<file path="src/rtl/irqsrc_pkg.sv">
package irqsrc_pkg;
  localparam logic [7:0] PRIO_OFF = 8'hFF;

  typedef struct packed {
    logic mpend;  // bit3 masked-pending
    logic rejd;   // bit2 rejected
    logic sent;   // bit1 sent
    logic asrt;   // bit0 asserted
  } src_stat_t;

  // interrupt number -> source index (wraps when below base)
  function automatic int unsigned num_to_idx(int unsigned num, int unsigned base);
    return num - base;
  endfunction

  function automatic int unsigned idx_to_num(int unsigned idx, int unsigned base);
    return idx + base;
  endfunction

  function automatic logic idx_in_window(int unsigned idx, int unsigned count);
    return idx < count;
  endfunction
endpackage

</file>
<file path="src/rtl/irqsrc_pick.sv">
module irqsrc_pick #(
  parameter int N     = 16,
  parameter int IDX_W = 4
) (
  input  logic [N-1:0]     req,
  output logic             any,
  output logic [IDX_W-1:0] idx
);
  always_comb begin
    idx = '0;
    for (int i = N - 1; i >= 0; i--) begin
      if (req[i]) idx = IDX_W'(i);
    end
  end
  assign any = |req;
endmodule

</file>
<file path="src/rtl/irqsrc_slot.sv">
module irqsrc_slot
  import irqsrc_pkg::*;
#(
  parameter bit IS_LSI = 1'b0,
  parameter int SRV_W  = 8
) (
  input  logic             clk,
  input  logic             rst_n,
  input  logic             cfg_hit,
  input  logic [SRV_W-1:0] cfg_server,
  input  logic [7:0]       cfg_prio,
  input  logic [7:0]       cfg_saved,
  input  logic             msi_rise,
  input  logic             lvl,
  input  logic             rej_hit,
  input  logic             eoi_hit,
  input  logic             rsnd_all,
  input  logic             take,
  output logic             work,
  output logic             go,
  output logic [SRV_W-1:0] server,
  output logic [7:0]       prio,
  output logic [7:0]       saved,
  output src_stat_t        stat
);
  logic evt, cfgk, rsn;
  logic unmasked;
  logic unused_ok;

  assign unmasked  = (prio != PRIO_OFF);
  assign work      = evt | cfgk | rsn;
  assign unused_ok = IS_LSI ? 1'b0 : (lvl ^ eoi_hit);

  always_comb begin
    if (IS_LSI)      go = cfgk & unmasked & stat.asrt & ~stat.sent;
    else if (evt)    go = unmasked;
    else if (cfgk)   go = stat.mpend & unmasked;
    else             go = rsn & stat.rejd & unmasked;
  end

  always_ff @(posedge clk) begin
    if (!rst_n) begin
      server <= '0;
      prio   <= PRIO_OFF;
      saved  <= PRIO_OFF;
      stat   <= '0;
      evt    <= 1'b0;
      cfgk   <= 1'b0;
      rsn    <= 1'b0;
    end else begin
      if (IS_LSI) begin
        if (take) cfgk <= 1'b0;
        stat.asrt <= lvl;
        if ((lvl != stat.asrt) || rsnd_all || msi_rise) cfgk <= 1'b1;
        if (rej_hit || eoi_hit) stat.sent <= 1'b0;
        if (take && go) stat.sent <= 1'b1;
      end else begin
        if (take) begin
          if (evt) begin
            evt <= 1'b0;
            if (!unmasked) stat.mpend <= 1'b1;
          end else if (cfgk) begin
            cfgk <= 1'b0;
            if (go) stat.mpend <= 1'b0;
          end else begin
            rsn       <= 1'b0;
            stat.rejd <= 1'b0;
          end
        end
        if (msi_rise) evt <= 1'b1;
        if (rsnd_all) rsn <= 1'b1;
        if (rej_hit) stat.rejd <= 1'b1;
      end
      if (cfg_hit) begin
        server <= cfg_server;
        prio   <= cfg_prio;
        saved  <= cfg_saved;
        cfgk   <= 1'b1;
      end
    end
  end

  // a level offer leaves the sent bit set
  a_r5_sent_on_offer: assert property (@(posedge clk) disable iff (!rst_n)
    (IS_LSI && take && go) |=> stat.sent);
  // masked-pending only rises while the source was masked
  a_r3_mpend_when_masked: assert property (@(posedge clk) disable iff (!rst_n)
    $rose(stat.mpend) |-> ($past(prio) == PRIO_OFF));
  // reject on a message source records rejected
  a_r6_reject_marks: assert property (@(posedge clk) disable iff (!rst_n)
    (!IS_LSI && rej_hit) |=> stat.rejd);
endmodule

</file>
<file path="src/rtl/irq_source_ctl.sv">
module irq_source_ctl
  import irqsrc_pkg::*;
#(
  parameter int                   NUM_SRC = 16,
  parameter int                   NUM_W   = 12,
  parameter int                   SRV_W   = 8,
  parameter int unsigned          BASE    = 64,
  parameter logic [NUM_SRC-1:0]   LSI_MAP = 16'hF000,
  localparam int                  IDX_W   = (NUM_SRC > 1) ? $clog2(NUM_SRC) : 1
) (
  input  logic               clk,
  input  logic               rst_n,
  input  logic [NUM_SRC-1:0] msi_in,
  input  logic [NUM_SRC-1:0] lsi_lvl,
  input  logic               cfg_we,
  input  logic [IDX_W-1:0]   cfg_idx,
  input  logic [SRV_W-1:0]   cfg_server,
  input  logic [7:0]         cfg_prio,
  input  logic [7:0]         cfg_saved,
  input  logic               rej_valid,
  input  logic [NUM_W-1:0]   rej_num,
  input  logic               eoi_valid,
  input  logic [NUM_W-1:0]   eoi_num,
  input  logic               resend_req,
  output logic               ofr_valid,
  input  logic               ofr_ready,
  output logic [SRV_W-1:0]   ofr_server,
  output logic [NUM_W-1:0]   ofr_num,
  output logic [7:0]         ofr_prio,
  input  logic [IDX_W-1:0]   peek_idx,
  output logic [SRV_W-1:0]   peek_server,
  output logic [7:0]         peek_prio,
  output logic [7:0]         peek_saved,
  output logic [3:0]         peek_stat
);
  logic [NUM_SRC-1:0] msi_q, msi_rise;
  logic [NUM_SRC-1:0] work, go, take;
  logic [SRV_W-1:0]   srv_a  [NUM_SRC];
  logic [7:0]         prio_a [NUM_SRC];
  logic [7:0]         saved_a[NUM_SRC];
  src_stat_t          stat_a [NUM_SRC];

  int unsigned rej_idx, eoi_idx;
  logic        rej_ok, eoi_ok;
  logic        idle, pick_any;
  logic [IDX_W-1:0] pick_idx;
  logic        offer_fire;

  assign rej_idx  = num_to_idx(32'(rej_num), BASE);
  assign eoi_idx  = num_to_idx(32'(eoi_num), BASE);
  assign rej_ok   = rej_valid & idx_in_window(rej_idx, NUM_SRC);
  assign eoi_ok   = eoi_valid & idx_in_window(eoi_idx, NUM_SRC);
  assign msi_rise = msi_in & ~msi_q;
  assign idle     = ~ofr_valid;

  always_ff @(posedge clk) begin
    if (!rst_n) msi_q <= '0;
    else        msi_q <= msi_in;
  end

  irqsrc_pick #(.N(NUM_SRC), .IDX_W(IDX_W)) u_pick (
    .req(work), .any(pick_any), .idx(pick_idx)
  );

  for (genvar i = 0; i < NUM_SRC; i++) begin : g_src
    assign take[i] = idle & pick_any & (pick_idx == IDX_W'(i));
    irqsrc_slot #(.IS_LSI(LSI_MAP[i]), .SRV_W(SRV_W)) u_slot (
      .clk       (clk),
      .rst_n     (rst_n),
      .cfg_hit   (cfg_we && (cfg_idx == IDX_W'(i))),
      .cfg_server(cfg_server),
      .cfg_prio  (cfg_prio),
      .cfg_saved (cfg_saved),
      .msi_rise  (msi_rise[i]),
      .lvl       (lsi_lvl[i]),
      .rej_hit   (rej_ok && (rej_idx == i)),
      .eoi_hit   (eoi_ok && (eoi_idx == i)),
      .rsnd_all  (resend_req),
      .take      (take[i]),
      .work      (work[i]),
      .go        (go[i]),
      .server    (srv_a[i]),
      .prio      (prio_a[i]),
      .saved     (saved_a[i]),
      .stat      (stat_a[i])
    );
  end

  assign offer_fire = |(take & go);

  always_ff @(posedge clk) begin
    if (!rst_n) begin
      ofr_valid  <= 1'b0;
      ofr_server <= '0;
      ofr_num    <= '0;
      ofr_prio   <= PRIO_OFF;
    end else if (ofr_valid) begin
      if (ofr_ready) ofr_valid <= 1'b0;
    end else if (offer_fire) begin
      ofr_valid  <= 1'b1;
      ofr_server <= srv_a[pick_idx];
      ofr_prio   <= prio_a[pick_idx];
      ofr_num    <= NUM_W'(idx_to_num(32'(pick_idx), BASE));
    end
  end

  always_comb begin
    peek_server = '0;
    peek_prio   = PRIO_OFF;
    peek_saved  = PRIO_OFF;
    peek_stat   = '0;
    if (32'(peek_idx) < NUM_SRC) begin
      peek_server = srv_a[peek_idx];
      peek_prio   = prio_a[peek_idx];
      peek_saved  = saved_a[peek_idx];
      peek_stat   = stat_a[peek_idx];
    end
  end

  // an outstanding offer holds its payload until accepted
  a_r10_hold: assert property (@(posedge clk) disable iff (!rst_n)
    (ofr_valid && !ofr_ready) |=> (ofr_valid && $stable(ofr_num)
      && $stable(ofr_prio) && $stable(ofr_server)));
  // an offer never carries the mask priority
  a_r2_unmasked: assert property (@(posedge clk) disable iff (!rst_n)
    ofr_valid |-> (ofr_prio != PRIO_OFF));
  // offered numbers lie inside the source window
  a_r2_in_window: assert property (@(posedge clk) disable iff (!rst_n)
    ofr_valid |-> ((32'(ofr_num) - BASE) < NUM_SRC));
  // at most one source is taken per cycle
  a_r10_single_take: assert property (@(posedge clk) disable iff (!rst_n)
    $onehot0(take));
endmodule

</file>
<file path="config.mk">
export PLATFORM = sky130hd
export DESIGN_NAME = irq_source_ctl
export DESIGN_NICKNAME = d
export VERILOG_FILES = /design/src/rtl/irqsrc_pkg.sv /design/src/rtl/irqsrc_pick.sv /design/src/rtl/irqsrc_slot.sv /design/src/rtl/irq_source_ctl.sv
export SDC_FILE = /design/constraint.sdc
export NUM_CORES = 1
export LEC_CHECK = 0
export ABC_AREA = 1
export CORE_MARGIN = 2
export CORE_UTILIZATION = 30
export DETAILED_ROUTE_END_ITERATION = 10
export GPL_ROUTABILITY_DRIVEN = 0
export PLACE_DENSITY = 0.51
export SLEW_MARGIN = 0
export SYNTH_ARGS = -nofsm -noshare
export SYNTH_HDL_FRONTEND = slang
export SYNTH_SLANG_ARGS = --single-unit
</file>
<file path="constraint.sdc">
create_clock -name clk -period 5.65 [get_ports clk]
set_clock_uncertainty 0.2 [all_clocks]
set_input_delay 0.565 -clock clk [delete_from_list [all_inputs] [get_ports clk]]
set_output_delay 0.565 -clock clk [all_outputs]
set_load 0.01 [all_outputs]
</file>
# Word-level counts from Yosys, hierarchy flattened
# Index checks and enable logic that the tools add are counted.
[totals] register_bits=501 in_bits=95
[classes] mux=261 order_cmp=4 eq_ne=141 addsub=3 n_reduce_logical=186 bitwise_logic=101
[op_table] operator="$eq A32 B4 Y1 const B" n=12
[op_table] operator="$mux W1" n=227
[op_table] operator="$bmux W8 S4" n=5
[op_table] operator="$reduce_bool A2 Y1" n=76
[op_table] operator="$eq A32 B3 Y1 const B" n=4
[op_table] operator="$ne A8 B8 Y1 const B" n=16
[op_table] operator="$mux W8" n=10
[op_table] operator="$mux W4" n=18
[op_table] operator="$ne A2 B1 Y1 const B" n=36
[op_table] operator="$ne A2 B2 Y1 const B" n=36
[op_table] operator="$reduce_and A3 Y1" n=24
[op_table] operator="$and A1 B1 Y1" n=67
[op_table] operator="$eq A32 B2 Y1 const B" n=2
[op_table] operator="$eq A4 B4 Y1 const B" n=16
[op_table] operator="$lt A32 B5 Y1 const B" n=2
[op_table] operator="$reduce_and A4 Y1" n=12
[op_table] operator="$logic_and A1 B1 Y1" n=40
[op_table] operator="$and A16 B16 Y16" n=2
[op_table] operator="$eq A32 B1 Y1 const B" n=1
[op_table] operator="$eq A4 B3 Y1 const B" n=8
[op_table] operator="$logic_not A32 Y1" n=1
[op_table] operator="$reduce_or A16 Y1" n=2
[op_table] operator="$reduce_and A2 Y1" n=13
[op_table] operator="$sub A12 B7 Y13 const B" n=2
[op_table] operator="13 further kinds" n=64

# Longest topological paths before layout
[logic_depth] depth_word=22 depth_mapped=28

# By module
# From an unflattened synthesis, not the netlist that was laid out.
[hier_totals] cells_unflattened=3921 hier_area_um2=25598.3
[modules_own_cells] mod="irqsrc_slot at g_src[0].u_slot ..." cells_per_inst=144 area_per_inst_um2=1081.0 seq_area_each_um2=580.6 n_inst=12
[modules_own_cells] mod="irq_source_ctl" cells_per_inst=1604 area_per_inst_um2=8267.9 seq_area_each_um2=760.7 n_inst=1
[modules_own_cells] mod="irqsrc_slot at g_src[12].u_slot ..." cells_per_inst=135 area_per_inst_um2=1037.2 seq_area_each_um2=540.5 n_inst=4
[modules_own_cells] mod="irqsrc_pick" cells_per_inst=49 area_per_inst_um2=209.0 seq_area_each_um2=0.0 n_inst=1

# Worst setup path before layout
# No wires, ideal clock.
[synth_timing] kind="input port to output port" startpoint="input port peek_idx[0]" endpoint="output port peek_stat[2]" cell_stages=9 arrival_time_ns=2.073 required_ns=4.885 path_slack_ns=2.812 cell_sequence="clkbuf_1 > inv_1 > clkbuf_1 > clkbuf_1 > clkbuf_1 > nor2_1 > o221ai_1 > o211ai_1 > nand2_1"
[synth_between] elab_chain_len=4
[synth_lines] item="start, declared" line="irq_source_ctl.sv:30" source="input logic [IDX_W-1:0] peek_idx,"
[synth_lines] item="$not A4 Y5 (not written as such)" line="irq_source_ctl.sv:116" source="peek_stat = stat_a[peek_idx];"
[synth_lines] item="$bmux W4 S4" line="irq_source_ctl.sv:116"
[synth_lines] item="$mux W4 (not written as such) (2 in series)" line="irq_source_ctl.sv:116"
[synth_lines] item="end, declared" line="irq_source_ctl.sv:34" source="output logic [3:0] peek_stat"
# No other way between the ends. The select of a mux whose other input is x is not followed.

# Worst setup path in the final report
[layout_timing] startpoint="register g_src[6].u_slot.cfgk" endpoint="register ofr_prio[6]"
[layout_between] elab_chain_len=14 elab_cells_between_ends=52 cone_classes="eq/ne (15); mux (12); bitwise (21); reduce/logical (4)"
[layout_lines] item="start, declared" line="irqsrc_slot.sv:26" source="logic evt, cfgk, rsn;"
[layout_lines] item="start signal, assigned" line="irqsrc_slot.sv:48" source="cfgk <= 1'b0;"
[layout_lines] item="start signal, assigned" line="irqsrc_slot.sv:52" source="if (take) cfgk <= 1'b0;"
[layout_lines] item="start signal, assigned" line="irqsrc_slot.sv:54" source="if ((lvl != stat.asrt) || rsnd_all || msi_rise) cfgk <= 1'b1;"
[layout_lines] item="$or A1 B1 Y1 (2 in series)" line="irqsrc_slot.sv:31" source="assign work = evt | cfgk | rsn;"
[layout_lines] item="$mux W4 (7 in series)" line="irqsrc_pick.sv:12" source="if (req[i]) idx = IDX_W'(i);"
[layout_lines] item="$eq A4 B1 Y1, or another cell as far along" line="irq_source_ctl.sv:66" source="assign take[i] = idle & pick_any & (pick_idx == IDX_W'(i));"
[layout_lines] item="$and A1 B1 Y1" line="irq_source_ctl.sv:66"
[layout_lines] item="$and A16 B16 Y16" line="irq_source_ctl.sv:89" source="assign offer_fire = |(take & go);"
[layout_lines] item="$reduce_or A16 Y1" line="irq_source_ctl.sv:89"
[layout_lines] item="$reduce_and A2 Y1 (no line)"
[layout_lines] item="end signal, assigned" line="irq_source_ctl.sv:102" source="ofr_prio <= prio_a[pick_idx];"
[layout_lines] item="end, declared" line="irq_source_ctl.sv:29" source="output logic [7:0] ofr_prio,"
# Parallel ways exist; a longest one is shown, timed or not. The select of a mux whose other input is x is not followed.
# A chain may end at the register's enable or synchronous reset.

==> results.ini <==
[synth]
synth_area_leader_cell=dfxtp_1
synthTopCellsByArea=dfxtp_1 40%, nand2_1 16%, o21ai_0 9.7%
seq_area_frac_synth_pct=39.6
ys.flop_type=dfxtp_1
synth_cells=3878
yosys_warnings=0
synth-seq-cells=494
synth.top_cell.area_share_pct=39.6
syn_avg_cell_area_um2=6.44
async_flop_share_pct=0
synth_area_mm2=0.0250
ys_types=46
synth_enable_flop_cells=0

[worst_hold_path]
hold_start=msi_q[11]$_SDFF_PN0_
hold_depth=1
min_path_type=reg -> reg
holdPathEnd=g_src[11].u_slot.evt$_SDFFE_PN0P_

[timing]
clock.fmax_mhz=232
rsz0062_at_grt=false
final_max_slew_viol_count=0
final.setup.tns_ns=0
hold_violations=0
relSlewSlack_pct=18.2
worst_slew_pin_slew_ns=1.23
min_period_over_period_pct=76.4
min_period_ns=4.31
setup-violations-final=0

[place]
io_buffer_count=132
dp.cells=4842
dpl.hpwl_um=66200

[power]
swShare_pct=29.9
combPwrFrac_pct=16.1
internal_power_uw=6290
seqPwrFrac_pct=40.7
leakagePower_uw=0.0133
vdd_drop_max_uv=225
p_total_uw=8980
power_frac_clock_pct=43.2
power.switching_uw=2690
power.density_mw_per_mm2=309

[die]
start_util_pct=30.4
rows=105
core_mm2=0.0822
die_height_um=293
die_area_mm2=0.0856
fp.dieW_um=293
pin_count=152

[clocking]
clk_path_buf_depth=3
htreeDepth=2
postCtsSetupBuffers=0
clk_pin_slew_ns=0.06
cts_buffers=59
cts_tree=done
clkSinkCount=494
cts_hold_buf=0
clock_latency_ns=0.64
clock-root-buffer=clkbuf_16
postCtsResizedCells=0

[worst_setup_path]
cp.required_ns=5.94
r2r_cells=15
cp-startpoint=g_src[6].u_slot.cfgk$_SDFFE_PN0P_
critPathKind=reg -> reg
endpoint_kind=flop
reg2reg_slack_ns=1.34
r2r_end=ofr_prio[6]$_SDFFE_PN1P_
cp-start-kind=flop
timing.rr.start=g_src[6].u_slot.cfgk$_SDFFE_PN0P_
arrival_ns=4.61
cp_max_fo=20

[layout]
seq_area_mm2=0.00989
nets=3928
drive_above_1_share_pct=5.72
multi_input_area_mm2=0.0129
fillers=8967
area_growth_pct=16.2
instances_no_fill=4952
antenna_cells=0

[global_routing]
grt_overflow=0
track_usage_pct=23.7
grt_pass1_wl_um=156000
antenna_found_initial=2
grt_max_degree=187
first_global_vias=23771

[route]
first_pass_iters=5
ant_nets=0
first_iter_violations=2706
dr_total_vias=25744
wl_um=104000
drc=0
routed_via_density=5.20
wl_per_cell_um=21.0

[run_status]
outcome=completed

[flow_run]
drv_cap=0

area by class of cell:
cell class / count / share of cell area, %
timing repair buffer: 191 / 6.33
tap: 1070 / 4.61
clock inverter: 18 / 0.629
sequential: 494 / 34.1
multi-input combinational: 2793 / 44.4
clock buffer: 92 / 6.10
inverter: 294 / 3.82
worst max-delay path by stage:
| stage | to | slack (ns) | cells after the start |
|---|---|---|---|
| 4_1_cts | ofr_prio[6]$_SDFFE_PN1P_ | 1.34 | 15 |
| 6_report | ofr_prio[6]$_SDFFE_PN1P_ | 1.34 | 15 |
| 3_3_place_gp | ofr_prio[6]$_SDFFE_PN1P_ | 1.39 | 15 |
| 5_1_grt | ofr_prio[6]$_SDFFE_PN1P_ | 1.01 | 15 |
| 2_1_floorplan | peek_stat[2] | 2.81 | 9 |
| 3_5_place_dp | ofr_prio[6]$_SDFFE_PN1P_ | 1.37 | 15 |
power groups by stage:
stage               clock network, uW  logic, uW  registers (uW)
CTS                              3950       1430            3660
finish                           3880       1440            3660
global route                     4090       1570            3670
floorplan                           0        841            3720
detailed placement                  0       1420            3730
global placement                    0       1420            3730
state kept, by name, indices dropped and copies added, names as in the netlist:
signal and flops:
g_src.u_slot.prio 128, g_src.u_slot.saved 128, g_src.u_slot.evt 12, g_src.u_slot.server 128, g_src.u_slot.rsn 12, msi_q 16
ofr_valid 1, ofr_prio 8, ofr_server 8, g_src.u_slot.stat 32, ofr_num 5, g_src.u_slot.cfgk 16
placed cells by master, fill, tap and decap left out, types with 54 or more instances in the layout:
master,synthesis,final
a21oi_1,222,222
buf_4,8,54
clkbuf_16,0,60
clkdlybuf4s50_1,0,128
dfxtp_1,494,494
inv_1,272,269
nand2_1,1036,1034
nand3_1,341,340
nor2_1,418,400
o211ai_1,79,79
o21ai_0,485,485
routing by layer:
layer / up-vias / wire (um) / global-route usage [%]
met2: 862 / 48500 / 39.1
met3: 161 / 6060 / 2.72
met4: 2 / 2700 / 6.54
met5: - / 12 / 0
met1: 12083 / 46900 / 32.7
li1: 12636 / - / -
synthesized netlist by cell type (6+ instances only):
| cell type | count |
|---|---|
| nand2_1 | 1036 |
| o211ai_1 | 79 |
| o22ai_1 | 29 |
| a311oi_1 | 6 |
| nand3b_1 | 11 |
| inv_2 | 14 |
| o32ai_1 | 12 |
| nor4_1 | 26 |
| clkinv_1 | 8 |
| buf_4 | 8 |
| nand3_1 | 341 |
| nand4_1 | 31 |
| clkbuf_1 | 254 |
| o21ai_0 | 485 |
| buf_1 | 17 |
| inv_1 | 272 |
| o221ai_1 | 25 |
| nor2_2 | 6 |
| dfxtp_1 | 494 |
| a21oi_1 | 222 |
| nand2_2 | 6 |
| buf_2 | 23 |
| nor2_1 | 418 |
| nor3_1 | 20 |
kinds of logic after synthesis:
group	after synthesis	synth area share [%]
and+or+nand+nor	1915	31.9
AOI/OAI and AO/OA	867	19.1
buffers and inverters	597	9.24
DFF	494	39.6
xor gates and xnor gates	4	0.140
other	1	0.0150
critical path: stages (launching register included):
cell	delay, ns
dfxtp_1	0.33
nor3_1	0.46
and2_1	0.23
o21ai_0	0.09
nand2_1	0.07
nand2_1	0.10
nand3_4	0.20
inv_1	0.53
nand4_1	0.40
nor2_1	0.06
nor2_1	0.16
nand2_1	0.09
nor2_2	0.47
nand2_2	0.36
o21ai_0	0.28
nand3_1	0.12
through the flow:
| stage | util [%] | setup slack (ns) | hold slack [ns] | cell area [um^2] |
|---|---|---|---|---|
| 2_1_floorplan | - | 2.81 | 0.202 | 25000 |
| 3_3_place_gp | 32.9 | 1.39 | 0.206 | 27100 |
| 3_5_place_dp | 32.9 | 1.37 | 0.211 | 27100 |
| 4_1_cts | 35.3 | 1.34 | 0.220 | 29000 |
| 5_1_grt | 35.3 | 1.01 | 0.235 | 29000 |
| 6_report | 35.3 | 1.34 | 0.219 | 29000 |
Power figures use the tool's default switching activity.
